### config.mk
export PLATFORM = sky130hd
export DESIGN_NAME = dram_retime_seq
export DESIGN_NICKNAME = d
export VERILOG_FILES = /design/src/rtl/dram_retime_seq.sv
export SDC_FILE = /design/constraint.sdc
export NUM_CORES = 1
export LEC_CHECK = 0
export BUFFER_PORTS_ARGS = -buffer_cell sky130_fd_sc_hd__buf_4
export CAP_MARGIN = 10
export CORE_MARGIN = 2
export CORE_UTILIZATION = 40
export DETAILED_ROUTE_END_ITERATION = 16
export PLACE_DENSITY = 0.68
export SYNTH_ARGS = -nofsm -noshare
export SYNTH_HDL_FRONTEND = slang
export SYNTH_SLANG_ARGS = --single-unit
### constraint.sdc
create_clock -name clk -period 3.25 [get_ports clk]
set_clock_uncertainty 0.2 [all_clocks]
set_input_delay 0.65 -clock clk [delete_from_list [all_inputs] [get_ports clk]]
set_output_delay 0.65 -clock clk [all_outputs]
set_load 0.02 [all_outputs]
### src/rtl/dram_retime_seq.sv
module dram_retime_seq #(
  parameter int CLK_PER_US = 125,
  parameter int SETTLE_US  = 20,
  parameter int EXIT_US    = 200,
  parameter int POLL_MAX   = 4096,
  parameter int FREQ_W     = 12,
  parameter int REFI_W     = 12
) (
  input  logic              clk,
  input  logic              rst_n,
  input  logic              start,
  input  logic [FREQ_W-1:0] tgt_mhz,
  input  logic [2:0]        mem_kind,
  input  logic [REFI_W-1:0] base_refi,
  input  logic [2:0]        cal_cfg,
  input  logic [2:0]        ctl_mode,
  input  logic              pll_locked,
  input  logic              phy_done,
  output logic              host_block,
  output logic [2:0]        cal_en,
  output logic              refresh_en,
  output logic [REFI_W-1:0] refi,
  output logic              sr_req,
  output logic              clk_switch,
  output logic [1:0]        phy_cmd,
  output logic              gate_ext,
  output logic              busy,
  output logic              done,
  output logic              error
);
  localparam int SET_CYC  = SETTLE_US * CLK_PER_US;
  localparam int EXIT_CYC = EXIT_US * CLK_PER_US;
  localparam int TMAX     = (SET_CYC > EXIT_CYC) ? SET_CYC : EXIT_CYC;
  localparam int TW       = $clog2(TMAX + 1);
  localparam int WW       = $clog2(POLL_MAX + 1);

  typedef enum logic [3:0] {
    IDLE, SETTLE, FREEZE, SR_IN, CLK_SW, PHY_INIT, SR_OUT,
    SR_WAIT, GATE_OFF, TRAIN, UNBLOCK, RESTORE, FAIL
  } st_t;

  st_t               st;
  logic [TW-1:0]     tmr;
  logic [WW-1:0]     wd;
  logic [2:0]        cal_q, kind_q;
  logic [FREQ_W-1:0] f_q;
  logic [REFI_W-1:0] base_q, refi_new;
  logic              poll, hit;

  wire low_pwr = (kind_q == 3'd6) || (kind_q == 3'd7);
  wire expired = (wd == WW'(POLL_MAX - 1));

  assign busy = (st != IDLE) && (st != FAIL);

  always_comb begin
    if (f_q < FREQ_W'(300))      refi_new = base_q >> 2;
    else if (f_q < FREQ_W'(672)) refi_new = base_q >> 1;
    else                         refi_new = base_q;
  end

  always_comb begin
    poll = 1'b1;
    hit  = 1'b0;
    case (st)
      SR_IN:          hit = (ctl_mode == 3'd3);
      CLK_SW:         hit = pll_locked;
      PHY_INIT, TRAIN: hit = phy_done;
      SR_WAIT:        hit = (ctl_mode == 3'd1);
      default:        poll = 1'b0;
    endcase
  end

  always_ff @(posedge clk or negedge rst_n) begin
    if (!rst_n) begin
      st <= IDLE; tmr <= '0; wd <= '0;
      cal_q <= '0; kind_q <= '0; f_q <= '0; base_q <= '0;
      host_block <= 1'b0; cal_en <= '0; refresh_en <= 1'b1; refi <= '0;
      sr_req <= 1'b0; clk_switch <= 1'b0; phy_cmd <= 2'd0; gate_ext <= 1'b0;
      done <= 1'b0; error <= 1'b0;
    end else begin
      done <= 1'b0;
      if (poll && !hit) begin
        if (expired) begin
          st <= FAIL;
          error <= 1'b1;
        end else begin
          wd <= wd + 1'b1;
        end
      end else begin
        case (st)
          IDLE, FAIL: begin
            if (st == IDLE) cal_en <= cal_cfg;
            if (start) begin
              st <= SETTLE; error <= 1'b0; host_block <= 1'b1;
              cal_q <= cal_cfg; kind_q <= mem_kind; f_q <= tgt_mhz; base_q <= base_refi;
              sr_req <= 1'b0; clk_switch <= 1'b0; phy_cmd <= 2'd0;
              tmr <= TW'(SET_CYC - 1);
            end
          end
          SETTLE: if (tmr == '0) st <= FREEZE; else tmr <= tmr - 1'b1;
          FREEZE: begin
            cal_en <= '0; refresh_en <= 1'b0; refi <= refi_new;
            sr_req <= 1'b1; wd <= '0; st <= SR_IN;
          end
          SR_IN: begin
            clk_switch <= 1'b1; wd <= '0; st <= CLK_SW;
          end
          CLK_SW: begin
            clk_switch <= 1'b0; wd <= '0; st <= PHY_INIT;
            phy_cmd <= (f_q <= FREQ_W'(800)) ? 2'd1 : 2'd2;
          end
          PHY_INIT: begin
            phy_cmd <= 2'd0; sr_req <= 1'b0;
            tmr <= TW'(EXIT_CYC - 1); st <= SR_OUT;
          end
          SR_OUT: if (tmr == '0) begin st <= SR_WAIT; wd <= '0; end
                  else tmr <= tmr - 1'b1;
          SR_WAIT:  begin gate_ext <= 1'b0; st <= GATE_OFF; end
          GATE_OFF: begin phy_cmd <= 2'd3; wd <= '0; st <= TRAIN; end
          TRAIN: begin
            phy_cmd <= 2'd0; gate_ext <= low_pwr; refresh_en <= 1'b1; st <= UNBLOCK;
          end
          UNBLOCK: begin host_block <= 1'b0; st <= RESTORE; end
          RESTORE: begin cal_en <= cal_q; done <= 1'b1; st <= IDLE; end
          default: st <= IDLE;
        endcase
      end
    end
  end
endmodule

# Word-level counts from Yosys, hierarchy flattened
# Index checks and enable logic that the tools add are counted.
# classes
order_cmp,3
reduce_logical,36
eq_ne,26
n_addsub,2
n_bitwise,1
mux,34
# ops
operator,n
15-bit case mux with 3 select lines,1
4-bit case mux with 11 select lines,1
13-bit 2-to-1 mux,3
15-bit 2-to-1 mux,2
13-bit case mux with 2 select lines,1
12-bit 2-to-1 mux,2
3-bit AND reduction,8
4-bit equality test (second input constant),5
4-bit 2-to-1 mux,5
4-bit by 3-bit equality test with 1-bit output (second input constant),4
15-bit logical NOT,1
3-bit nonzero test,5
15-bit by 1-bit subtractor with 15-bit output (second input constant),1
13-bit by 1-bit adder with 13-bit output (second input constant),1
13-bit by 12-bit equality test with 1-bit output (second input constant),1
12-bit by 10-bit <= comparator with 1-bit output (second input constant),1
12-bit by 10-bit < comparator with 1-bit output (second input constant),1
12-bit by 9-bit < comparator with 1-bit output (second input constant),1
2-bit != test (second input constant),5
2-bit nonzero test,5
3-bit != test (second input constant),3
3-bit case mux with 3 select lines,1
4-bit by 2-bit equality test with 1-bit output (second input constant),2
1-bit 2-to-1 mux,8
22 further kinds,34
# word_totals
wordCells,119
reg_bits,86
inputBits,38

# Logic depth before layout (Yosys ltp)
# Gate-level depths: netlist of the first run.
# depth
ltp_word,7
ltp_mapped,10
depth_no_buf,8

# Least setup slack after synthesis of the first run
# OpenSTA, ideal clock, no wires.
# synth_path
kind,input to register
startpoint,input port ctl_mode[2]
endpoint,register tmr[8]
slack_ns,0.712
setup_ns,0.130
cell_stages,6
t_arrival_ns,2.208
required_ns,2.920
n_path_buf,1
path_cell_list,or4_1 a21boi_4 a311o_1 buf_6 o41ai_2 nand3_1
# synth_via
elab_chain_cells,6
word_cells_on_any_way,7
# synth_rtl
item,line_no,rtl
from (decl),16,"input logic [2:0] ctl_mode,"
3-bit by 1-bit equality test with 1-bit output or 3-bit by 2-bit equality test with 1-bit output (tied branches),"68, 65",
1-bit case mux with 4 select lines *,64,case (st)
1-bit logical NOT *,82,if (poll && !hit) begin
1-bit logical AND *,82,
1-bit inverter (no source line) *,n/a,
4-bit AND reduction (no source line) *,n/a,
to (signal assigned),97,tmr <= TW'(SET_CYC - 1);
to (signal assigned),117,else tmr <= tmr - 1'b1;
to (decl),43,logic [TW-1:0] tmr;
# Every way passes the cells marked *; elsewhere a longest branch is shown, timed or not.
# A chain may end at the register's enable or synchronous reset.

# Final worst setup path of the first run
# layout_path
startpoint,register st[2]
endpoint,register tmr[10]
# layout_via
elab_chain_cells,7
word_cells_on_any_way,23
# layout_rtl
item,line_no,rtl
from (decl),42,st_t st;
from (signal assigned),75,st <= IDLE; tmr <= '0; wd <= '0;
from (signal assigned),84,st <= FAIL;
from (signal assigned),94,st <= SETTLE; error <= 1'b0; host_block <= 1'b1;
4-bit equality test or 4-bit by 3-bit equality test with 1-bit output (tied branches),"64, 90",
2-bit OR reduction (no source line),n/a,
1-bit case mux with 4 select lines,64,
1-bit logical NOT,82,
1-bit logical AND,82,
1-bit inverter (no source line),n/a,
4-bit AND reduction (no source line),n/a,
# Several ways; a longest one is shown, not always the timed one.

==> metrics.txt, run 1 <==
crit path to tmr[10]$_DFFE_PN0P_; crit path launch st[2]$_DFFE_PN0P_; H-Tree Depth 3; CTS tree built; status finished clean; First-pass DRT Iterations 4; Finished Layout Cells 634; Yosys warnings 0; NetSw 2.03 mW; GPL Wtd Cong 0.817; leakage power 2.38 nW; P_int 2.84 mW; Comb pwr share 0.478; VDD IR max 0.446 mV; clk buf depth 2; Hold Fails Final Rpt 0; crit path time final 2.69 ns; PnR Total Power 4.87 mW; DRT iter0 DRCs 214; CTS sink cnt 85; fin crit share 0.828; vias in the first global route 3539; row cnt 38; initial antenna violation count 0; RR Endpoint tmr[10]$_DFFE_PN0P_; pin count of the biggest net entering global routing 48; fmax 371 MHz; post-cts sizing count 0; post-DP HPWL 7030 microns; synth cell count leaders dfrtp_1, nor2_1, a21oi_1, o21ai_0, mux2_2; # diodes 0; WL/cell 15.6 microns; GR Util All Layers 0.183; Switching Share 0.416; most numerous cell in the Yosys netlist dfrtp_1; DR DRC count 0; Ports 63; die area 11700 sq um; r2r setup slk 0.56 ns; mapped cell area 4350 sq um; Max Slew Vio Count 0; Post-synth EDFFs 0; CP Class register to register; FF-to-FF path depth 7; clock share of power 0.159; die height 108 microns; RSZ-0062 raised after global routing false; fraction of layout cells with a size suffix above 1 0.271; number of distinct library cells after synthesis 63; Reg power frac 0.364; worst min-delay path class input pin to asynchronous set/reset pin; crit end category register; Post-CTS Hold Buffers 0; main flop type after synthesis dfrtp_1; Cell Pwr Density 939 nW/um^2; Avg Synthesized Cell Area 10.3 sq um; Die W 108 microns; Yosys top cell area share 0.484; Root Driver clkbuf_8; routed vias 3502; routed vias/inst 5.52; MaxCap Viol Count 0; post-route ant nets 0; Async SR Flop Fraction 1.00; Clock Latency Late Sink 0.37 ns; Post-Synthesis Cells 423; CTS Buf Count 9; area delta synth->final 19.2%; Critical Path Fanout Max 23; Post-CTS Setup Inserts 0; Yosys reg bits 85; Worst EP required 3.35 ns; first-pass GRT wire length 16800 microns; # port buffers 61; Post-Route WL 9910 microns; Max-slew headroom 0.561; setup_tns 0 ns; largest cells by area after synthesis dfrtp_1, mux2_2, mux2i_1; CP arrival 2.79 ns; Initial Utilization 0.406; FF-to-FF Start st[2]$_DFFE_PN0P_; # placed instances 618; Synth Net Count 464; slew of the pin with the lowest slew margin 0.656 ns; sequential share of the synthesized area 0.490; Setup Viol. Count Final 0; gr ovfl total 0; post-synth top area cell dfrtp_1; Clock transition at path regs 0.09 ns; Critical Path Start Type register; core area 10700 sq um; Layout Nets 530
-- power by group through the flow --
stage	Combinational, mW	Sequential (mW)	Clock, mW
after global placement	2.28	1.77	0
after CTS	2.34	1.77	0.796
after detailed placement	2.32	1.78	0
after floorplan	1.62	1.83	0
after global routing	2.56	1.83	0.835
final	2.32	1.77	0.771
-- registers in the layout, indices dropped and copies added, names as in the netlist --
name        cells
tmr            15
wd             13
base_q         12
f_q            12
refi           12
st              4
cal_en          3
cal_q           3
kind_q          2
phy_cmd         2
clk_switch      1
done            1
error           1
gate_ext        1
host_block      1
refresh_en      1
sr_req          1
-- critical path, stage by stage, from the launching register on --
cell	delay, ns
dfrtp_1	0.54
xnor2_1	0.20
or4_1	0.44
a21boi_4	0.20
a311o_1	0.33
buf_4	0.21
or3_1	0.36
a21oi_1	0.15
-- final cells by class --
| class | instances | area [sq um] |
|---|---|---|
| Multi-Input combinational cell | 308 | 2070 |
| Sequential cell | 85 | 2130 |
| Fill cell | 1022 | 5520 |
| Clock buffer | 9 | 124 |
| Inverter | 7 | 26.3 |
| Clock inverter | 7 | 73.8 |
| Tap cell | 140 | 175 |
| Timing Repair Buffer | 78 | 586 |
-- through the flow --
| step | setup slack, ns | area (sq um) | hold slack [ns] | utilization |
|---|---|---|---|---|
| finish | 0.558 | 5180 | 0.0725 | 0.484 |
| detailed placement | 0.394 | 4980 | 0.265 | 0.466 |
| global placement | 0.453 | 4980 | 0.261 | 0.466 |
| CTS | 0.581 | 5180 | 0.0926 | 0.484 |
| floorplan | 0.712 | 4350 | 0.154 | - |
| global route | 0.426 | 5180 | 0.127 | 0.484 |
-- layer usage --
layer	GRT usage	up-vias	wire, microns
li1	-	1690	-
met1	0.233	1716	4440
met2	0.305	82	4770
met3	0.0446	14	491
met4	0.0632	0	204
met5	0	-	0
-- worst min path at each step --
stage	from	slack, ns	endpoint	depth (start not counted)
finish	rst_n	0.07	tmr[10]$_DFFE_PN0P_	1
floorplan	rst_n	0.15	base_q[0]$_DFFE_PN0P_	0
global placement	refi[11]$_DFFE_PN0P_	0.26	refi[11]$_DFFE_PN0P_	2
detailed placement	refi[11]$_DFFE_PN0P_	0.26	refi[11]$_DFFE_PN0P_	2
global route	rst_n	0.13	tmr[10]$_DFFE_PN0P_	1
CTS	rst_n	0.09	tmr[10]$_DFFE_PN0P_	1
-- cells by family after synthesis --
family,count (synthesis),synth area share
simple gates,130,0.157
fa+ha+maj,3,0.00864
buf+inv,30,0.0343
mux,46,0.115
xor+xnor,9,0.0181
compound gates,120,0.178
flops,85,0.490
-- placed cells by master, fill, tap and decap left out, types with 4 or more instances in the layout --
| master | n |
|---|---|
| or3_1 | 8 |
| a31oi_1 | 8 |
| nand2_1 | 26 |
| nor4_1 | 5 |
| o21ai_1 | 4 |
| buf_4 | 78 |
| nor2_1 | 32 |
| a21o_1 | 13 |
| a21oi_1 | 31 |
| a22oi_1 | 4 |
| mux2_2 | 30 |
| nand3_1 | 12 |
| nand4_1 | 7 |
| o21a_1 | 4 |
| dfrtp_1 | 84 |
| mux2i_1 | 16 |
| o21ai_0 | 31 |
| clkbuf_8 | 9 |
| inv_1 | 7 |
| nor3_1 | 10 |
| nand2b_1 | 5 |
| xnor2_1 | 8 |
Note: power is estimated with default switching activity, not from simulation.
==> run 2: changes to the inputs <==
--- a/config.mk
+++ b/config.mk
@@ -5,12 +5,13 @@
 export SDC_FILE = /design/constraint.sdc
 export NUM_CORES = 1
 export LEC_CHECK = 0
+export ABC_AREA = 1
 export BUFFER_PORTS_ARGS = -buffer_cell sky130_fd_sc_hd__buf_4
 export CAP_MARGIN = 10
 export CORE_MARGIN = 2
 export CORE_UTILIZATION = 40
 export DETAILED_ROUTE_END_ITERATION = 16
-export PLACE_DENSITY = 0.68
+export PLACE_DENSITY = 0.7
 export SYNTH_ARGS = -nofsm -noshare
 export SYNTH_HDL_FRONTEND = slang
 export SYNTH_SLANG_ARGS = --single-unit
==> constraint.sdc (replaced) <==
create_clock -name clk -period 2.4 [get_ports clk]
set_clock_uncertainty 0.2 [all_clocks]
set_input_delay 0.48 -clock clk [delete_from_list [all_inputs] [get_ports clk]]
set_output_delay 0.48 -clock clk [all_outputs]
set_load 0.02 [all_outputs]
==> metrics.txt, run 2 <==
CTS sink cnt 85 (unchanged); NetSw 3.64 mW (was 2.03 mW); setup_tns 0 ns (unchanged); Most Frequent Cell on Critical Path nand2_1; CP top delay family simple AND/OR/NAND/NOR gates (unchanged); Comb pwr share 0.522 (was 0.478); CP arrival 2.32 ns (was 2.79 ns); Synth Net Count 699 (was 464); register with the highest flop count tmr (unchanged); post-DP HPWL 8260 microns (was 7030 microns); design area 5710 sq um (was 5180 sq um); clock share of power 0.170 (was 0.159); Max-slew headroom 0.602 (was 0.561); fraction of layout cells with a size suffix above 1 0.158 (was 0.271); # diodes 0 (unchanged); post-route ant nets 0 (unchanged); die area 12700 sq um (was 11700 sq um); Cell Pwr Density 1380 nW/um^2 (was 939 nW/um^2); RSZ-0062 raised after global routing false (unchanged); number of distinct library cells after synthesis 36 (was 63); fin crit share 0.932 (was 0.828); WL/cell 12.8 microns (was 15.6 microns); Max Slew Vio Count 0 (unchanged); CTS tree built (unchanged); most frequent cells in the layout nand2_1, dfrtp_1, buf_4 (was dfrtp_1, buf_4, nor2_1); first-pass GRT wire length 19500 microns (was 16800 microns); area delta synth->final 21.1% (was 19.2%); synth cell count leaders nand2_1, dfrtp_1, nand3_1 (was dfrtp_1, nor2_1, a21oi_1, o21ai_0, mux2_2); CTS Buf Count 9 (unchanged); H-Tree Depth 3 (unchanged); fmax 447 MHz (was 371 MHz); Die W 113 microns (was 108 microns); Setup Viol. Count Final 0 (unchanged); # port buffers 61 (unchanged); gr ovfl total 0 (unchanged); Clock transition at path regs 0.06 ns (was 0.09 ns); Finished Layout Cells 876 (was 634); main flop type after synthesis dfrtp_1 (unchanged); DRT iter0 DRCs 325 (was 214); die height 113 microns (was 108 microns); DR DRC count 0 (unchanged); worst path bufs/invs 1 (unchanged); mapped cell area 4710 sq um (was 4350 sq um); Switching Share 0.463 (was 0.416); First-pass DRT Iterations 5 (was 4); stages on the worst setup path 10 (was 7); row cnt 39 (was 38); Ports 63 (unchanged); Layout Nets 771 (was 530); Avg Synthesized Cell Area 7.16 sq um (was 10.3 sq um); biggest regs tmr x15, wd x13 (unchanged); P_int 4.22 mW (was 2.84 mW); Largest register FFs 15 (unchanged); GR Util All Layers 0.189 (was 0.183); vias in the first global route 4275 (was 3539); FF-to-FF path depth 10 (was 7); core area 11500 sq um (was 10700 sq um); Hold Fails Final Rpt 0 (unchanged); routed vias/inst 4.97 (was 5.52); Yosys warnings 0 (unchanged); Post-Synthesis Cells 658 (was 423); CP max stage delay 0.45 ns (was 0.54 ns); slew of the pin with the lowest slew margin 0.596 ns (was 0.656 ns); Root Driver clkbuf_16 (was clkbuf_8); Clock Latency Late Sink 0.35 ns (was 0.37 ns); crit path cell chain ha_1 > nand2_1 > nor2_2 > nand2_1 > nor3b_1 > nand3_1 > buf_4 > nand2_1 > nand2_1 > nand2_1 (was xnor2_1 > or4_1 > a21boi_4 > a311o_1 > buf_4 > or3_1 > a21oi_1); Worst EP required 2.49 ns (was 3.35 ns); Worst path slowest cell dfrtp_1 (unchanged); CP Class register to register (unchanged); Critical Path Fanout Max 6 (was 23); Critical Path Start Type register (unchanged); sequential share of the synthesized area 0.452 (was 0.490); Reg power frac 0.308 (was 0.364); Cell Area, Placed 5410 sq um (was 4980 sq um); largest cells by area after synthesis dfrtp_1, nand2_1, nand3_1 (was dfrtp_1, mux2_2, mux2i_1); Yosys reg bits 85 (unchanged); initial antenna violation count 0 (unchanged); Hold Path Depth 3; MaxCap Viol Count 0 (unchanged); # placed instances 861 (was 618); leakage power 2.97 nW (was 2.38 nW); routed vias 4354 (was 3502); Initial Utilization 0.411 (was 0.406); most common cell after layout, fill and taps aside nand2_1 (was dfrtp_1); Async SR Flop Fraction 1.00 (unchanged); post-synth top area cell dfrtp_1 (unchanged); worst min-delay path class input pin to register (was input pin to asynchronous set/reset pin); GPL Wtd Cong 0.921 (was 0.817); Post-synth EDFFs 0 (unchanged); Post-Route WL 11200 microns (was 9910 microns); pin count of the biggest net entering global routing 45 (was 48); status finished clean (unchanged); crit end category register (unchanged); crit path time final 2.24 ns (was 2.69 ns); Yosys top cell area share 0.446 (was 0.484); clk buf depth 2 (unchanged); VDD IR max 0.584 mV (was 0.446 mV); most numerous cell in the Yosys netlist nand2_1 (was dfrtp_1)
==> run 2: changes by cell type after synthesis, moves of 11 or more <==
cell / change
nand2_1: +232
nand3_1: +54
inv_1: +51
mux2_2: -30
a21oi_1: -27
nor2_1: +26
mux2i_1: -16
a21o_1: -13
xor2_1: +11
==> run 2: layer usage <==
metal  routed length [microns]  GRT usage  up-vias
met1                      5120      0.246     2009
met2                      5350      0.309      106
met4                       274     0.0854        0
met3                       469     0.0340       23
met5                         0          0        -
li1                          -          -     2216
==> run 2: layout make-up <==
class                      instances  area (sq um)
tap                              143           179
clock buffer                      10           229
clock inverter                     4          51.3
inverter                          65           244
multi-input combinational        490          2250
timing repair buffer              79           621
fill                            1098          5760
sequential                        85          2130
==> run 2: what timing repair did <==
item | 4_1_cts | 5_1_grt
buffers inserted | 0 | 0
setup endpoints to repair | 0 | 4
resized for setup | 0 | 1
hold buffers | 1 | 0
hold endpoints to repair | 34 | 0
==> run 2: worst paths after layout <==
path	start	to	slack, ns
setup / recovery	wd[0]$_DFFE_PN0P_	st[2]$_DFFE_PN0P_	0.16
hold / removal	tgt_mhz[2]	f_q[2]$_DFFE_PN0P_	0.12
setup reg to reg	wd[0]$_DFFE_PN0P_	st[2]$_DFFE_PN0P_	0.16
hold reg to reg	sr_req$_DFFE_PN0P_	sr_req$_DFFE_PN0P_	0.27
max in group asynchronous	rst_n	base_q[6]$_DFFE_PN0P_	0.97
min in group asynchronous	rst_n	phy_cmd[1]$_DFFE_PN0P_	0.45
==> run 2: worst reg2reg max path, stage by stage (launching register included) <==
cell	delay (ns)
dfrtp_1	0.45
ha_1	0.22
nand2_1	0.08
nor2_2	0.11
nand2_1	0.09
nor3b_1	0.31
nand3_1	0.25
buf_4	0.22
nand2_1	0.11
nand2_1	0.07
nand2_1	0.06
==> run 2: power by group through the flow <==
| stage | clock (mW) | sequential (mW) | combinational (mW) |
|---|---|---|---|
| floorplan | 0 | 2.54 | 2.78 |
| global route | 1.43 | 2.50 | 4.64 |
| finish | 1.34 | 2.42 | 4.11 |
| global placement | 0 | 2.42 | 3.99 |
| CTS | 1.37 | 2.42 | 4.11 |
| detailed placement | 0 | 2.44 | 4.09 |
==> run 2: kinds of logic (layout without fill, tap and decap cells) <==
family,count (synthesis),in the layout,share of synthesized area
AOI/OAI and AO/OA,60,60,0.0728
xor gates and xnor gates,15,15,0.0279
adders and majority gates,3,3,0.00797
buffers and inverters,83,158,0.0709
DFF,85,85,0.452
and+or+nand+nor,412,412,0.369
==> run 2: stage by stage <==
step	total power, mW	hold WS [ns]	utilization	setup WS (ns)
final	7.87	0.122	0.498	0.162
after global routing	8.58	0.130	0.498	0.00842
after CTS	7.90	0.116	0.497	0.202
after detailed placement	6.53	0.266	0.472	0.216
after global placement	6.42	0.264	0.472	0.254
after floorplan	5.32	-0.0156	-	0.485
==> run 3: changes to the inputs <==
--- a/config.mk
+++ b/config.mk
@@ -5,10 +5,9 @@
 export SDC_FILE = /design/constraint.sdc
 export NUM_CORES = 1
 export LEC_CHECK = 0
-export ABC_AREA = 1
 export BUFFER_PORTS_ARGS = -buffer_cell sky130_fd_sc_hd__buf_4
 export CAP_MARGIN = 10
-export CORE_MARGIN = 2
+export CORE_MARGIN = 8
 export CORE_UTILIZATION = 40
 export DETAILED_ROUTE_END_ITERATION = 16
 export PLACE_DENSITY = 0.7
==> metrics.txt, run 3 (synthesis gave the netlist of run 1 again) <==
status complete, but fails checks (was finished clean); violated checks setup timing; H-Tree Depth 3 (unchanged); Clock Latency Late Sink 0.36 ns (was 0.35 ns); fraction of layout cells with a size suffix above 1 0.363 (was 0.158); routed vias/inst 5.54 (was 4.97); HP Start base_refi[6] (was tgt_mhz[2]); slew of the pin with the lowest slew margin 0.603 ns (was 0.596 ns); CP Class register to register (unchanged); CP top delay family simple AND/OR/NAND/NOR gates (unchanged); biggest regs tmr x15, wd x13 (unchanged); crit path time final 2.46 ns (was 2.24 ns); Die W 120 microns (was 113 microns); # diodes 0 (unchanged); CP arrival 2.55 ns (was 2.32 ns); Post-Route WL 11000 microns (was 11200 microns); routed vias 3749 (was 4354); Root Driver clkbuf_8 (was clkbuf_16); design area 5700 sq um (was 5710 sq um); die area 14500 sq um (was 12700 sq um); DR DRC count 0 (unchanged); Hold Fails Final Rpt 0 (unchanged); worst path bufs/invs 1 (unchanged); GPL Wtd Cong 0.892 (was 0.921); WL/cell 16.2 microns (was 12.8 microns); VDD IR max 0.659 mV (was 0.584 mV); CTS sink cnt 85 (unchanged); Critical Path Start Type register (unchanged); post-route ant nets 0 (unchanged); RSZ-0062 raised after global routing true (was false); fmax 406 MHz (was 447 MHz); crit path launch st[3]$_DFFE_PN0P_ (was wd[0]$_DFFE_PN0P_); setup_tns -0.190 ns (was 0 ns); Largest register FFs 15 (unchanged); pin count of the biggest net entering global routing 36 (was 45); Finished Layout Cells 677 (was 876); # placed instances 657 (was 861); FF-to-FF Start st[3]$_DFFE_PN0P_ (was wd[0]$_DFFE_PN0P_); crit end category register (unchanged); Setup Viol. Count Final 5 (was 0); Critical Path Fanout Max 23 (was 6); Cell Area, Placed 5330 sq um (was 5410 sq um); GR Util All Layers 0.152 (was 0.189); Clock transition at path regs 0.09 ns (was 0.06 ns); Layout Utilization 0.530 (was 0.498); Worst EP required 2.49 ns (about the same); most frequent cells in the layout buf_4, dfrtp_1, nor2_1 (was nand2_1, dfrtp_1, buf_4); crit path cell chain nand2b_4 > or4_4 > a21boi_4 > a311o_1 > buf_12 > or3_4 > a21oi_2 (was ha_1 > nand2_1 > nor2_2 > nand2_1 > nor3b_1 > nand3_1 > buf_4 > nand2_1 > nand2_1 > nand2_1); CTS tree built (unchanged); clk buf depth 2 (unchanged); First-pass DRT Iterations 4 (was 5); core area 10700 sq um (was 11500 sq um); Max-slew headroom 0.597 (was 0.602); area delta synth->final 31.1% (was 21.1%); Ports 63 (unchanged); Max Slew Vio Count 0 (unchanged); Layout Nets 574 (was 771); Initial Utilization 0.405 (was 0.411); register with the highest flop count tmr (unchanged); gr ovfl total 0 (unchanged); CTS Buf Count 9 (unchanged); Cell Pwr Density 1300 nW/um^2 (was 1380 nW/um^2); most common cell after layout, fill and taps aside buf_4 (was nand2_1); DRT iter0 DRCs 269 (was 325); number of fill cells 968 (was 1098); row cnt 38 (was 39); die height 120 microns (was 113 microns); initial antenna violation count 0 (unchanged); vias in the first global route 3867 (was 4275); # port buffers 61 (unchanged); Worst path slowest cell or4_4 (was dfrtp_1); fin crit share 1.03 (was 0.932); post-DP HPWL 7820 microns (was 8260 microns); CP max stage delay 0.51 ns (was 0.45 ns); MaxCap Viol Count 0 (unchanged); worst min-delay path class input pin to register (unchanged); first-pass GRT wire length 18100 microns (was 19500 microns); slack of the critical path -0.0624 ns (was 0.162 ns); leakage power 2.62 nW (was 2.97 nW); Hold Slack 0.150 ns (was 0.122 ns)
[run 3: final timing paths]
kind / end / slack [ns] / cells past startpoint
max: tmr[10]$_DFFE_PN0P_ / -0.06 / 7
min: base_q[6]$_DFFE_PN0P_ / 0.15 / 2
max reg2reg: tmr[10]$_DFFE_PN0P_ / -0.06 / 7
min reg2reg: sr_req$_DFFE_PN0P_ / 0.30 / 2
max in group asynchronous: st[0]$_DFFE_PN0P_ / 0.94 / 3
min in group asynchronous: wd[0]$_DFFE_PN0P_ / 0.41 / 2
[run 3: cell type report]
type	count	area (sq um)	share of cell area
Clock inverter	6	71.3	0.0125
Multi-Input combinational cell	308	2190	0.385
Tap cell	140	175	0.0307
Sequential cell	85	2130	0.374
Timing Repair Buffer	122	976	0.171
Clock buffer	9	124	0.0217
Inverter	7	26.3	0.00461
[run 3: per-layer routing]
layer	global-route usage	routed length, microns
met1	0.187	4920
met2	0.252	5410
met3	0.0392	464
met4	0.0562	162
met5	0	0
[run 3: timing repair]
| action | in CTS | in global routing |
|---|---|---|
| pin swaps | 4 | 8 |
| hold endpoints to repair | 30 | 0 |
| cloned | 0 | 0 |
| setup endpoints to repair | 20 | 29 |
| hold buffers | 1 | 0 |
| resized for setup | 9 | 20 |
| setup buffers | 0 | 4 |
[run 3: through the flow]
stage / power [mW] / setup WS (ns)
floorplan: 4.67 / 0.00686
global placement: 6.03 / -0.185
detailed placement: 6.15 / -0.229
CTS: 7.25 / -0.0578
global route: 7.89 / -0.0963
finish: 7.40 / -0.0624
[run 3: where the power goes]
part	switching [mW]	leakage (nW)	internal, mW	total [mW]
clock network	0.541	0.0923	0.484	1.03
logic	2.03	1.48	1.96	3.99
registers	0.411	1.05	1.97	2.38
